$ cat config.mk
export PLATFORM = sky130hd
export DESIGN_NAME = therm_enc_top
export DESIGN_NICKNAME = d
export VERILOG_FILES = /design/src/rtl/therm_enc_pkg.sv /design/src/rtl/therm_cell.sv /design/src/rtl/therm_onehot.sv /design/src/rtl/onehot_tree.sv /design/src/rtl/therm_enc_top.sv
export SDC_FILE = /design/constraint.sdc
export NUM_CORES = 1
export LEC_CHECK = 0
export CAP_MARGIN = 25
export CORE_AREA = 2 2 39 41
export DETAILED_ROUTE_END_ITERATION = 12
export DIE_AREA = 0 0 41 43
export DONT_BUFFER_PORTS = 1
export SYNTH_ARGS = -nofsm -noshare
export SYNTH_HDL_FRONTEND = slang
export SYNTH_SLANG_ARGS = --single-unit
$ cat constraint.sdc
create_clock -name clk_i -period 1.8 [get_ports clk_i]
set_input_delay 0.18 -clock clk_i [delete_from_list [all_inputs] [get_ports clk_i]]
set_output_delay 0.18 -clock clk_i [all_outputs]
set_load 0.03 [all_outputs]
$ cat src/rtl/therm_enc_pkg.sv
package therm_enc_pkg;
  function automatic int therm_w(input int nbits);
    return (1 << nbits) - 1;
  endfunction
endpackage

$ cat src/rtl/therm_cell.sv
// Edge cell: low only on the pattern a=1, b=0, c=0.
module therm_cell (
  input  logic a_i,
  input  logic b_i,
  input  logic c_i,
  output logic y_no
);
  assign y_no = ~(a_i & ~b_i & ~c_i);
endmodule

$ cat src/rtl/therm_onehot.sv
module therm_onehot #(
  parameter int NBITS = 3
) (
  input  logic [therm_enc_pkg::therm_w(NBITS)-1:0] therm_i,
  output logic [therm_enc_pkg::therm_w(NBITS)-1:0] oh_no
);
  localparam int THERM_W = therm_enc_pkg::therm_w(NBITS);

  // two zero guard bits above the top comparator
  logic [THERM_W+1:0] ext;
  assign ext = {2'b00, therm_i};

  for (genvar i = 0; i < THERM_W; i++) begin : g_cell
    therm_cell u_cell (
      .a_i  (ext[i]),
      .b_i  (ext[i+1]),
      .c_i  (ext[i+2]),
      .y_no (oh_no[i])
    );
  end
endmodule

$ cat src/rtl/onehot_tree.sv
// Level l block b covers values b*2^l .. b*2^l+2^l-1; value v is line v-1.
// Block 0 (containing value 0) is never needed, so it is never built.
module onehot_tree #(
  parameter int NBITS = 3
) (
  input  logic [therm_enc_pkg::therm_w(NBITS)-1:0] oh_ni,
  output logic [NBITS-1:0]                         bin_o
);
  for (genvar l = 0; l < NBITS; l++) begin : g_lvl
    localparam int K = 1 << (NBITS - l);
    logic [K-1:1]   nd;
    logic [K/2-1:0] odd_n;

    if (l == 0) begin : g_leaf
      assign nd = oh_ni;
    end else begin : g_node
      for (genvar b = 1; b < K; b++) begin : g_blk
        assign nd[b] = g_lvl[l-1].nd[2*b] & g_lvl[l-1].nd[2*b+1];
      end
    end

    for (genvar i = 0; i < K/2; i++) begin : g_odd
      assign odd_n[i] = nd[2*i+1];
    end
    assign bin_o[l] = ~&odd_n;
  end
endmodule

$ cat src/rtl/therm_enc_top.sv
module therm_enc_top #(
  parameter int NBITS   = 3,
  parameter bit REG_OUT = 1'b1
) (
  input  logic                                     clk_i,
  input  logic                                     rst_ni,
  input  logic                                     valid_i,
  input  logic [therm_enc_pkg::therm_w(NBITS)-1:0] therm_i,
  output logic                                     valid_o,
  output logic [NBITS-1:0]                         bin_o
);
  localparam int THERM_W = therm_enc_pkg::therm_w(NBITS);

  logic [THERM_W-1:0] oh_n;
  logic [NBITS-1:0]   bin_c;

  therm_onehot #(.NBITS(NBITS)) u_onehot (
    .therm_i (therm_i),
    .oh_no   (oh_n)
  );

  onehot_tree #(.NBITS(NBITS)) u_tree (
    .oh_ni (oh_n),
    .bin_o (bin_c)
  );

  AST_SINGLE_LINE: assert property (@(posedge clk_i) disable iff (!rst_ni)
    valid_i |-> $onehot0(~oh_n));
  AST_ALL_ZERO: assert property (@(posedge clk_i) disable iff (!rst_ni)
    (valid_i && therm_i == '0) |-> bin_c == '0);
  AST_ALL_ONE: assert property (@(posedge clk_i) disable iff (!rst_ni)
    (valid_i && &therm_i) |-> bin_c == NBITS'(THERM_W));

  if (REG_OUT) begin : g_reg
    logic [NBITS-1:0] bin_q;
    logic             valid_q;

    always_ff @(posedge clk_i or negedge rst_ni) begin
      if (!rst_ni) begin
        bin_q   <= '0;
        valid_q <= 1'b0;
      end else begin
        valid_q <= valid_i;
        if (valid_i) bin_q <= bin_c;
      end
    end

    assign bin_o   = bin_q;
    assign valid_o = valid_q;

    AST_VALID_FOLLOW: assert property (@(posedge clk_i) disable iff (!rst_ni)
      valid_i |=> valid_o);
    AST_VALID_DROP: assert property (@(posedge clk_i) disable iff (!rst_ni)
      !valid_i |=> !valid_o);
    AST_DATA_LATENCY: assert property (@(posedge clk_i) disable iff (!rst_ni)
      valid_i |=> bin_o == $past(bin_c));
    AST_HOLD_IDLE: assert property (@(posedge clk_i) disable iff (!rst_ni)
      !valid_i |=> $stable(bin_o));
  end else begin : g_comb
    assign bin_o   = bin_c;
    assign valid_o = valid_i;
  end
endmodule

# Word-level counts from Yosys, hierarchy flattened
# Cells that the tools add are included.
word_totals:
  register_bits: 4
  latch_bits: 0
  mem_bits_rw: 0
  romBits: 0
  in_bits: 10
  out_inout_bits: 4
  mem_count: 0
classes:
  n_addsub: 0
  mul: 0
  n_div: 0
  order_cmp: 0
  eq_ne: 0
  n_shift: 0
  n_mux: 0
  bitwise: 27
  reduce_logical: 5
op_table:
  columns: ["operator", "count"]
  rows:
  - ["1-bit bitwise AND", 15]
  - ["1-bit NOT", 12]
  - ["4-bit AND reduction", 1]
  - ["1-bit logical NOT", 3]
  - ["2-bit AND reduction", 1]

# Longest topological paths before layout
# Gate-level depths: netlist of run 1.
depth:
  depth_word: 7
  ltp_mapped: 2

# Hierarchy
# Synthesis of run 1 repeated with hierarchy kept, for this count alone.
unflattened:
  hier_cells: 18
  area_unflattened_um2: 217.7
by_module_without_submodules:
  columns: ["mod", "n_inst", "cells_per_inst", "area_each_um2", "seq_area_each_um2"]
  rows:
  - ["therm_enc_top", 1, 7, 133.9, 100.1]
  - ["therm_cell", 7, 1, 8.8, 0.0]
  - ["onehot_tree", 1, 3, 18.8, 0.0]
  - ["therm_onehot", 1, 1, 3.8, 0.0]

# Worst setup path before layout of run 1
# Ideal clock, no wire load.
synth_timing:
  path_kind: "input-to-reg"
  startpoint: "in therm_i[3] in the netlist's numbering"
  endpoint: "reg g_reg.bin_q[1], in the netlist bin_o[1]"
  setup_ns: 0.084
  t_arrival_ns: 0.757
  required_ns: 1.716
  slack_ns: 0.959
  stages: 2
  path_buffers: 0
  path_cell_list: "or3b_1 > a41oi_2"
synth_between:
  elab_chain_cells: 7
  word_cells_on_any_way: 9
  classes_between: "7 x bitwise; 2 x reduce/logical"
synth_lines:
  columns: ["element", "line", "source"]
  rows:
  - ["from (decl)", "therm_enc_top.sv:8", "input logic [therm_enc_pkg::therm_w(NBITS)-1:0] therm_i,"]
  - ["1-bit NOT (*)", "therm_cell.sv:8", "assign y_no = ~(a_i & ~b_i & ~c_i);"]
  - ["1-bit bitwise AND (2 in series)", "therm_cell.sv:8", null]
  - ["1-bit NOT", "therm_cell.sv:8", null]
  - ["1-bit bitwise AND (*)", "onehot_tree.sv:18", "assign nd[b] = g_lvl[l-1].nd[2*b] & g_lvl[l-1].nd[2*b+1];"]
  - ["2-bit AND reduction (*)", "onehot_tree.sv:25", "assign bin_o[l] = ~&odd_n;"]
  - ["1-bit logical NOT (*)", "onehot_tree.sv:25", null]
  - ["to (signal assigned)", "therm_enc_top.sv:44", "if (valid_i) bin_q <= bin_c;"]
  - ["to (decl)", "therm_enc_top.sv:35", "logic [NBITS-1:0] bin_q;"]
# Mark *: on every way between the ends. The rest lies on a longest branch, timed or not.
# A chain may end at the register's enable or synchronous reset.

# Worst setup path after layout of run 1
layout_timing:
  startpoint: "reg g_reg.bin_q[2], in the netlist bin_o[2]"
  endpoint: "out bin_o[2]"
layout_lines:
  columns: ["element", "line", "source"]
  rows:
  - ["to (decl)", "therm_enc_top.sv:10", "output logic [NBITS-1:0] bin_o"]
# No word-level cell between the ends.

==> key figures, run 1 <==
Outcome
  – Status: complete, no violations

Floorplan
  – Die X-Extent: 41 µm
  – Die ar.: 0.00176 mm²
  – # rows: 14
  – I/O Pins: 14
  – Core area: 0.00138 mm²
  – Die Y: 43 µm
  – Starting density of the core: 14.3%

Yosys
  – Mean post-synth cell area: 11.6 µm²
  – #FFs+latches synth: 4
  – Sequential-to-total area share from yosys stat: 50.6%
  – Mapped Area: 198 µm²
  – Synth warn: 0
  – Post-synthesis net count: 27
  – Gate Count Post-Synth: 17
  – Unique cell type count in the Yosys netlist: 9

Timing
  – Setup-failing EPs final: 0
  – TNS Setup: 0 ns
  – Final worst path period need: 0.924 ns
  – Worst-Margin Slew: 0.308 ns
  – RSZ-0062 raised after global routing: false
  – Clock Skews: 0 ns
  – Fin. max-slew vios: 0
  – Final hold violation count: 0
  – Fmax: 1080 MHz
  – Relative slew slack: 79.4%
  – Tcrit/Tclk final: 51.3%

Worst setup path
  – Number of cells on the worst reg-to-reg path: 2
  – Reg2reg start: bin_o[1]
  – WP data required: 1.62 ns
  – CP max FO: 2
  – Critical path depth in cells: 0
  – CP Class: flip-flop to output port
  – CP Data Arrival Time: 0.74 ns
  – Flop2flop setup slack: 0.94 ns
  – Crit path launch type: flip-flop
  – CP endpoint kind: output port
  – Reg2Reg Capture Point: bin_o[1]

Power and ir drop
  – Pleak: 0.0906 nW
  – Power, Total: 0.241 mW
  – Power per Cell Area: 927 mW/mm²
  – Max IR drop VDD: 0.000212 V

Clock network
  – Clk pin slew, worst setup/hold paths: 0.04 ns
  – CTS Root Cell: clkbuf_4
  – Clock Latency Late Sink: 0.23 ns
  – Post-CTS Resized: 0
  – TritonCTS clock tree: done
  – Clk buf depth: 2
  – CTS Sinks: 4
  – Htree depth: 1
  – Number of setup buffers added after CTS: 0
  – Cts bufs inserted: 3

Placement
  – Port-buffer cells: 0
  – # placed instances: 33
  – Routability congestion estimate: 0.694

Detailed routing
  – 1st-pass router iterations: 2
  – Drt first-iter violations: 1
  – Drt via density: 4.00
  – Drt wl/cell: 12.3 µm
  – Via count: 152
  – Residual DRC: 0
  – Final ANT Viol Nets: 0
  – Total wire length: 468 µm

GRT
  – Initial antenna violation count: 0
  – First-pass GRT wire length: 600 µm
  – GRT Resource Usage Total: 6.05%
  – Number of global-route vias before repair: 169
  – Largest net degree at the start of global routing: 7
  – GR Overflow Total: 0

Hold path
  – Hold EP: bin_o[2]
  – Worst hold path type: primary input to flip-flop
  – Hold path start: valid_i
  – Worst Hold Depth: 1

Cells and area
  – Commonest non-fill, non-tap cell in the layout: dfrtp_1
  – Final Net Count: 34
  – Fin cells: 38
  – Share of cells above drive strength 1: 22.7%
  – Inserted Diodes: 0
  – Final core utilization: 18.8%
  – Most frequent cells in the layout: 4 x dfrtp_1, 3 x or3b_1, 3 x nor2_1, 3 x clkbuf_4
  – Fillcell total: 162
  – Layout area overhead: 31.6%

Job
  – MaxCap Viol Count: 0
-- state kept, by name, summed over array words and instances (netlist names) --
signal,cells
valid_o,1
bin_o,3
-- area by class of cell --
class                           count  area, µm²  area share, %
Clock buffer                        3       22.5           8.65
Inverter                            1       3.75           1.44
Multi-Input combinational cell     12       93.8           36.1
Sequential cell                     4        100           38.5
Tap cell                           16       20.0           7.69
Timing Repair Buffer                2       20.0           7.69
-- metrics by stage --
step                      worst slack (ns)  area [µm²]  hold slack, ns
after global routing                 0.858         260          0.0375
after global placement               0.925         218          -0.115
after CTS                            0.860         260          0.0271
final                                0.876         260          0.0372
after detailed placement             0.909         218          -0.115
after floorplan                      0.959         198          -0.116
-- cells by family (layout without fill, tap and decap cells) --
| family | Yosys count | in the layout | synth area share, % |
|---|---|---|---|
| and+or+nand+nor | 9 | 9 | 28.5 |
| DFF | 4 | 4 | 50.6 |
| buffers and inverters | 1 | 6 | 1.90 |
| AOI/OAI and AO/OA | 3 | 3 | 19.0 |
-- routing by layer --
| metal | track usage [%] | part of all wire (%) |
|---|---|---|
| met3 | 2.62 | 12 |
| met4 | 10.0 | 3.0 |
| met5 | 0 | 0 |
| met1 | 3.92 | 35 |
| met2 | 8.75 | 49 |
-- synth_stat cells --
library cell | n | area (µm²)
nor4_1 | 1 | 6.26
dfrtp_1 | 4 | 100
nor2b_1 | 1 | 6.26
or3b_1 | 3 | 26.3
inv_1 | 1 | 3.75
a41oi_2 | 2 | 32.5
nor2_1 | 3 | 11.3
a21oi_1 | 1 | 5.00
nand2b_1 | 1 | 6.26
-- worst register-to-register path, delay by kind of cell, from the launching register on --
| family | cells | cell delay (ns) |
|---|---|---|
| compound gates | 1 | 0.16 |
| flops | 1 | 0.51 |
| simple gates | 1 | 0.10 |
-- how the worst max path moves through the flow --
stage	start	endpoint	slack, ns
2_1_floorplan	therm_i[3]	bin_o[1]	0.96
3_3_place_gp	therm_i[3]	bin_o[0]	0.92
3_5_place_dp	therm_i[3]	bin_o[1]	0.91
4_1_cts	bin_o[0]	bin_o[0]	0.86
5_1_grt	bin_o[1]	bin_o[1]	0.86
6_report	bin_o[2]	bin_o[2]	0.88
-- what timing repair did --
action,CTS,global route
endpoints found under the hold margin,5,0
hold buffers,2,0
setup endpoints to repair,0,0
-- where the power goes --
part / switching [mW] / total, mW / internal, mW / leakage (nW)
clock: 0.0358 / 0.110 / 0.0745 / 0.0138
combinational: 0.00796 / 0.0185 / 0.0105 / 0.0358
sequential: 0.0161 / 0.112 / 0.0963 / 0.0410
Power figures use the tool's default switching activity.
==> inputs of run 2 (changes only) <==
--- a/config.mk
+++ b/config.mk
@@ -5,6 +5,7 @@
 export SDC_FILE = /design/constraint.sdc
 export NUM_CORES = 1
 export LEC_CHECK = 0
+export ABC_AREA = 1
 export CAP_MARGIN = 25
 export CORE_AREA = 2 2 39 41
 export DETAILED_ROUTE_END_ITERATION = 12
==> constraint.sdc (replaced) <==
create_clock -name clk_i -period 0.83 [get_ports clk_i]
set_input_delay 0.083 -clock clk_i [delete_from_list [all_inputs] [get_ports clk_i]]
set_output_delay 0.083 -clock clk_i [all_outputs]
set_load 0.03 [all_outputs]
==> run 2 against run 1 <==
Net effect:
- utilization is 4.3 points higher
- the run now ends with negative setup slack left
- cell area grew 23%
- die area stayed put
- largest power group is now the clock network
- clock-buffer cell count increased by 1
- critical endpoint is now bin_o[0]
- critical path depth grew 1
- critical path type unchanged
- largest cell class unchanged
- power grew 150%
- hold slack got worse by 0.0022 ns
- sequential power rose by 99%
==> key figures, run 2 <==
Outcome
  – Failing checks: negative setup slack
  – Status: finished with violations

Yosys
  – Sequential-to-total area share from yosys stat: 50.0% (-0.63 points)
  – Synth top area share: 50.0% (-0.63 points)
  – Most frequent cell after synthesis: nor2_1
  – #FFs+latches synth: 4 (unchanged)
  – Mean post-synth cell area: 7.15 µm² (-39%)
  – Cell taking the most area after synthesis: dfrtp_1
  – Post-synthesis net count: 38 (+41%)
  – Gate Count Post-Synth: 28 (+11)
  – Mapped Area: 200 µm² (+1.3%)
  – Main synth FF type: dfrtp_1
  – Unique cell type count in the Yosys netlist: 7 (-2)
  – EDFF count, synth: 0 (unchanged)
  – Post-synth top cells: 9 x nor2_1, 6 x nand2_1, 5 x inv_1
  – Post-synth ARST share: 100% (unchanged)
  – Largest cells by area after synthesis: dfrtp_1 50%, nor2_1 17%, nand2_1 11%
  – Synth warn: 0 (unchanged)

Floorplan
  – Die ar.: 0.00176 mm² (unchanged)
  – Core area: 0.00138 mm² (unchanged)
  – Die X-Extent: 41 µm (unchanged)
  – Starting density of the core: 14.5% (+0.18 points)
  – I/O Pins: 14 (unchanged)
  – # rows: 14 (unchanged)
  – Die Y: 43 µm (unchanged)

GRT
  – Number of global-route vias before repair: 178 (+5.3%)
  – Initial antenna violation count: 0 (unchanged)
  – Largest net degree at the start of global routing: 5 (-2)
  – First-pass GRT wire length: 683 µm (+14%)
  – GR Overflow Total: 0 (unchanged)
  – GRT Resource Usage Total: 6.83% (+0.77 points)

Cells and area
  – Fillcell total: 154 (-4.9%)
  – Fin cells: 55 (+45%)
  – Final core utilization: 23.1% (+4.3 points)
  – Most frequent cells in the layout: 9 x nor2_1, 5 x nand2_1, 4 x inv_1, 3 x clkbuf_4, 3 x buf_6
  – Commonest non-fill, non-tap cell in the layout: nor2_1
  – Share of cells above drive strength 1: 33.3% (+11 points)
  – Inserted Diodes: 0 (unchanged)
  – Largest register FFs: 3 (unchanged)
  – Layout area overhead: 60.0%
  – Final Net Count: 50 (+47%)

Clock network
  – Clk buf depth: 2 (unchanged)
  – TritonCTS clock tree: done
  – Clk pin slew, worst setup/hold paths: 0.04 ns (about the same)
  – CTS Root Cell: clkbuf_4
  – Cts bufs inserted: 3 (unchanged)
  – Clock Latency Late Sink: 0.24 ns (about the same)
  – Htree depth: 1 (unchanged)
  – CTS Sinks: 4 (unchanged)

Worst setup path
  – WP data required: 0.75 ns (-0.87 ns)
  – Family with the most delay on the worst path: flip-flops
  – CP max FO: 2 (unchanged)
  – Critical path depth in cells: 1 (+1)
  – CP peak stage delay: 0.40 ns
  – CP Data Arrival Time: 0.77 ns (+0.03 ns)
  – CP endpoint: bin_o[0]
  – CP endpoint kind: output port
  – Reg2reg start: bin_o[0]
  – Slowest CP cell: dfrtp_2
  – CP Cell Sequence: buf_6
  – Flop2flop setup slack: 0 ns (-0.94 ns)
  – Worst setup startpoint: bin_o[0]
  – Number of cells on the worst reg-to-reg path: 3 (+1)
  – Reg2Reg Capture Point: bin_o[0]
  – CP bufs+invs: 1
  – Crit path launch type: flip-flop
  – CP Class: flip-flop to output port

Placement
  – DP HPWL: 345 µm
  – Routability congestion estimate: 0.670 (-3.5%)
  – Port-buffer cells: 0 (unchanged)
  – # placed instances: 47 (+42%)

Power and ir drop
  – Power, Total: 0.594 mW (+150%)
  – Max IR drop VDD: 0.000369 V (+74%)
  – Pleak: 0.151 nW (+66%)
  – Power per Cell Area: 1850 mW/mm² (+100%)

Timing
  – Relative slew slack: 86.1% (+6.7 points)
  – Setup-failing EPs final: 4 (+4)
  – Final hold violation count: 0 (unchanged)
  – Hold slack: 0.0351 ns (-0.00218 ns)
  – Fin. max-slew vios: 0 (unchanged)
  – Tcrit/Tclk final: 103%
  – Clock Skews: 0 ns (unchanged)
  – Final worst path period need: 0.855 ns
  – Fmax: 1170 MHz
  – RSZ-0062 raised after global routing: true
  – PnR worst setup slack: -0.0254 ns (-0.902 ns)
  – Worst-Margin Slew: 0.207 ns (-0.101 ns)

Detailed routing
  – 1st-pass router iterations: 1 (-1)
  – Drt wl/cell: 8.78 µm (-29%)
  – Total wire length: 483 µm (+3.2%)
  – Via count: 192 (+26%)
  – Drt first-iter violations: 0 (-1)
  – Drt via density: 3.49 (-13%)
  – Residual DRC: 0 (unchanged)
  – Final ANT Viol Nets: 0 (unchanged)

Job
  – MaxCap Viol Count: 0 (unchanged)

Hold path
  – Worst hold path type: primary input to flip-flop
-- run 2: through the flow --
step	cell area, µm²	setup TNS (ns)	worst slack, ns
2_1_floorplan	201	-0.0582	-0.0582
3_3_place_gp	244	0	0.0322
3_5_place_dp	244	0	0.0256
4_1_cts	317	-0.0789	-0.0395
5_1_grt	320	-0.173	-0.0653
6_report	320	-0.0486	-0.0254
-- run 2: final cells by class --
type	instances	area, µm²	area share, %
inverters	5	18.8	5.86
clock buffers	4	26.3	8.20
repair buffers	7	68.8	21.5
well taps	16	20.0	6.25
flip-flops and latches	4	103	32.0
multi-input cells	19	83.8	26.2
-- run 2: kinds of logic (layout without fill, tap and decap cells) --
kind of cell / after synthesis / count (layout) / share of synthesized area [%]
and+or+nand+nor: 18 / 18 / 37.5
DFF: 4 / 4 / 50.0
AOI/OAI and AO/OA: 1 / 1 / 3.13
buffers and inverters: 5 / 16 / 9.38
-- run 2: worst min-delay path by stage --
stage	cells past startpoint	start	endpoint
global placement	0	rst_ni	valid_o
detailed placement	0	rst_ni	valid_o
global route	3	valid_i	bin_o[0]
finish	3	valid_i	bin_o[0]
CTS	3	valid_i	bin_o[1]
floorplan	0	rst_ni	bin_o[0]
-- run 2: repair_timing --
item,4_1_cts,5_1_grt
gates resized for setup,3,3
endpoints found under the setup margin,3,5
endpoints found under the hold margin,7,0
pin swaps,0,2
hold buffers,2,0
buffers inserted,2,0
-- run 2: report_power, final --
part / internal (mW) / switching [mW] / leakage [nW] / total, mW
combinational: 0.0501 / 0.0526 / 0.0964 / 0.103
clock: 0.181 / 0.0867 / 0.0150 / 0.268
sequential: 0.210 / 0.0130 / 0.0393 / 0.223
total: 0.441 / 0.152 / 0.151 / 0.594
-- run 2: metal layers --
metal,part of all wire [%],GRT usage [%],up-vias
met2,39,6.25,14
met4,0,10.0,0
met5,0,0,-
met3,11,3.14,0
li1,-,-,105
met1,51,8.68,73
==> inputs of run 3 (changes only) <==
--- a/config.mk
+++ b/config.mk
@@ -11,6 +11,7 @@
 export DETAILED_ROUTE_END_ITERATION = 12
 export DIE_AREA = 0 0 41 43
 export DONT_BUFFER_PORTS = 1
+export REMOVE_ABC_BUFFERS = 1
 export SYNTH_ARGS = -nofsm -noshare
 export SYNTH_HDL_FRONTEND = slang
 export SYNTH_SLANG_ARGS = --single-unit
==> run 3 against run 2 <==
Net effect:
- the flow still finishes with violations (negative setup slack)
- wire length decreased by 5.8%
- hold slack got worse by 0.016 ns
- fmax increased by 2.8%
- cell count decreased by 1.8%
- sequential cell count unchanged
- largest cell class unchanged
- largest power group unchanged
- highest routed layer unchanged
==> key figures, run 3 (synthesized netlist as in run 2, its figures left out) <==
Outcome
  – Status: finished with violations
  – Failing checks: negative setup slack

Worst setup path
  – Flop2flop setup slack: 0.02 ns (+0.02 ns)
  – Reg2Reg Capture Point: bin_o[0]
  – CP endpoint: bin_o[0]
  – Reg2reg start: bin_o[0]
  – CP max FO: 2 (unchanged)
  – WP data required: 0.75 ns (about the same)
  – Worst setup startpoint: bin_o[0]
  – CP endpoint kind: output port
  – CP bufs+invs: 1 (unchanged)
  – Number of cells on the worst reg-to-reg path: 3 (unchanged)
  – Critical path depth in cells: 1 (unchanged)
  – CP Cell Sequence: buf_6
  – CP Class: flip-flop to output port
  – CP Data Arrival Time: 0.75 ns (-0.02 ns)
  – CP peak stage delay: 0.38 ns (-0.02 ns)
  – Family with the most delay on the worst path: flip-flops
  – Slowest CP cell: dfrtp_1
  – Crit path launch type: flip-flop

Cells and area
  – Most frequent cells in the layout: 9 x nor2_1, 5 x nand2_1, 5 x inv_1, 4 x dfrtp_1
  – Inserted Diodes: 0 (unchanged)
  – Layout area overhead: 56.9%
  – Final Net Count: 50 (unchanged)
  – Fin cells: 54 (-1.8%)
  – Share of cells above drive strength 1: 26.3% (-7.0 points)
  – Largest register FFs: 3 (unchanged)
  – Commonest non-fill, non-tap cell in the layout: nor2_1

Hold path
  – Worst hold path type: primary input to flip-flop

Clock network
  – CTS Root Cell: clkbuf_4
  – TritonCTS clock tree: done
  – Clk pin slew, worst setup/hold paths: 0.04 ns (about the same)
  – Cts bufs inserted: 3 (unchanged)
  – Htree depth: 1 (unchanged)
  – CTS Sinks: 4 (unchanged)
  – Clk buf depth: 2 (unchanged)
  – Clock Latency Late Sink: 0.23 ns (about the same)

Floorplan
  – Core area: 0.00138 mm² (unchanged)
  – I/O Pins: 14 (unchanged)
  – Die Y: 43 µm (unchanged)
  – Starting density of the core: 14.5% (unchanged)
  – Die ar.: 0.00176 mm² (unchanged)
  – Die X-Extent: 41 µm (unchanged)
  – # rows: 14 (unchanged)

GRT
  – Initial antenna violation count: 0 (unchanged)
  – Largest net degree at the start of global routing: 6 (+1)
  – GR Overflow Total: 0 (unchanged)
  – First-pass GRT wire length: 676 µm (-1.0%)
  – GRT Resource Usage Total: 6.04% (-0.79 points)
  – Number of global-route vias before repair: 185 (+3.9%)

Detailed routing
  – Via count: 202 (+5.2%)
  – Drt wl/cell: 8.43 µm (-4.1%)
  – Residual DRC: 0 (unchanged)
  – Drt via density: 3.74 (+7.2%)
  – 1st-pass router iterations: 4 (+3)
  – Final ANT Viol Nets: 0 (unchanged)
  – Drt first-iter violations: 3 (+3)
  – Total wire length: 455 µm (-5.8%)

Placement
  – Routability congestion estimate: 0.594 (-11%)
  – Port-buffer cells: 0 (unchanged)
  – Setup Slack @ Placement: 0.0416 ns (+0.0160 ns)
  – # placed instances: 47 (unchanged)

Timing
  – RSZ-0062 raised after global routing: true
  – Fmax: 1200 MHz (+2.8%)
  – Fin. max-slew vios: 0 (unchanged)
  – Setup-failing EPs final: 2 (-2)
  – Relative slew slack: 81.0% (-5.1 points)
  – PnR worst setup slack: -0.00229 ns (+0.0231 ns)
  – Clock Skews: 0 ns (unchanged)
  – Worst-Margin Slew: 0.285 ns (+0.0778 ns)
  – Final hold violation count: 0 (unchanged)
  – Tcrit/Tclk final: 100% (-2.8 points)
  – TNS Setup: -0.00436 ns (+0.0442 ns)
  – Final worst path period need: 0.832 ns (-0.0231 ns)

Job
  – MaxCap Viol Count: 0 (unchanged)

Power and ir drop
  – Power, Total: 0.555 mW (-6.5%)
  – Power per Cell Area: 1770 mW/mm² (-4.6%)
  – Pleak: 0.152 nW (+0.80%)
  – Max IR drop VDD: 0.000374 V (+1.2%)
[run 3: worst min-delay path by stage]
stage	from	to	slack, ns	cells after the start
final	valid_i	bin_o[2]	0.02	2
after global placement	rst_ni	valid_o	-0.21	0
after detailed placement	rst_ni	bin_o[0]	-0.21	0
after global routing	valid_i	bin_o[2]	0.04	2
after floorplan	rst_ni	bin_o[0]	-0.21	0
after CTS	valid_i	bin_o[2]	0.007	2
[run 3: repair_timing]
action,in CTS,in global routing
setup endpoints to repair,3,4
hold buffers,2,0
resized for setup,3,1
endpoints found under the hold margin,7,0
buffers inserted,1,1
[run 3: layer usage]
| layer | GRT usage (%) | vias to the layer above | part of all wire [%] |
|---|---|---|---|
| met5 | 0 | - | 0 |
| met4 | 6.00 | 0 | 0 |
| met3 | 1.57 | 0 | 15 |
| met2 | 7.19 | 17 | 40 |
| met1 | 8.09 | 81 | 45 |
| li1 | - | 104 | - |
[run 3: layout make-up]
cell class,instances,area (µm²)
multi-input cells,19,83.8
fillers,157,1070
repair buffers,7,68.8
inverters,5,18.8
clock buffers,3,22.5
well taps,16,20.0
flip-flops and latches,4,100
[run 3: per-stage QoR]
stage                     util (%)  cell area (µm²)  hold WS, ns
after floorplan                  -              200       -0.213
after global placement        17.5              243       -0.212
after detailed placement      17.5              243       -0.212
after CTS                     22.0              304      0.00732
after global routing          22.7              314       0.0389
final                         22.7              314       0.0188
[run 3: report_power, final]
part | leakage, nW | total (mW) | switching (mW) | internal (mW)
logic | 0.0971 | 0.101 | 0.0517 | 0.0497
clock network | 0.0138 | 0.231 | 0.0700 | 0.161
registers | 0.0410 | 0.223 | 0.0134 | 0.209
total | 0.152 | 0.555 | 0.135 | 0.420
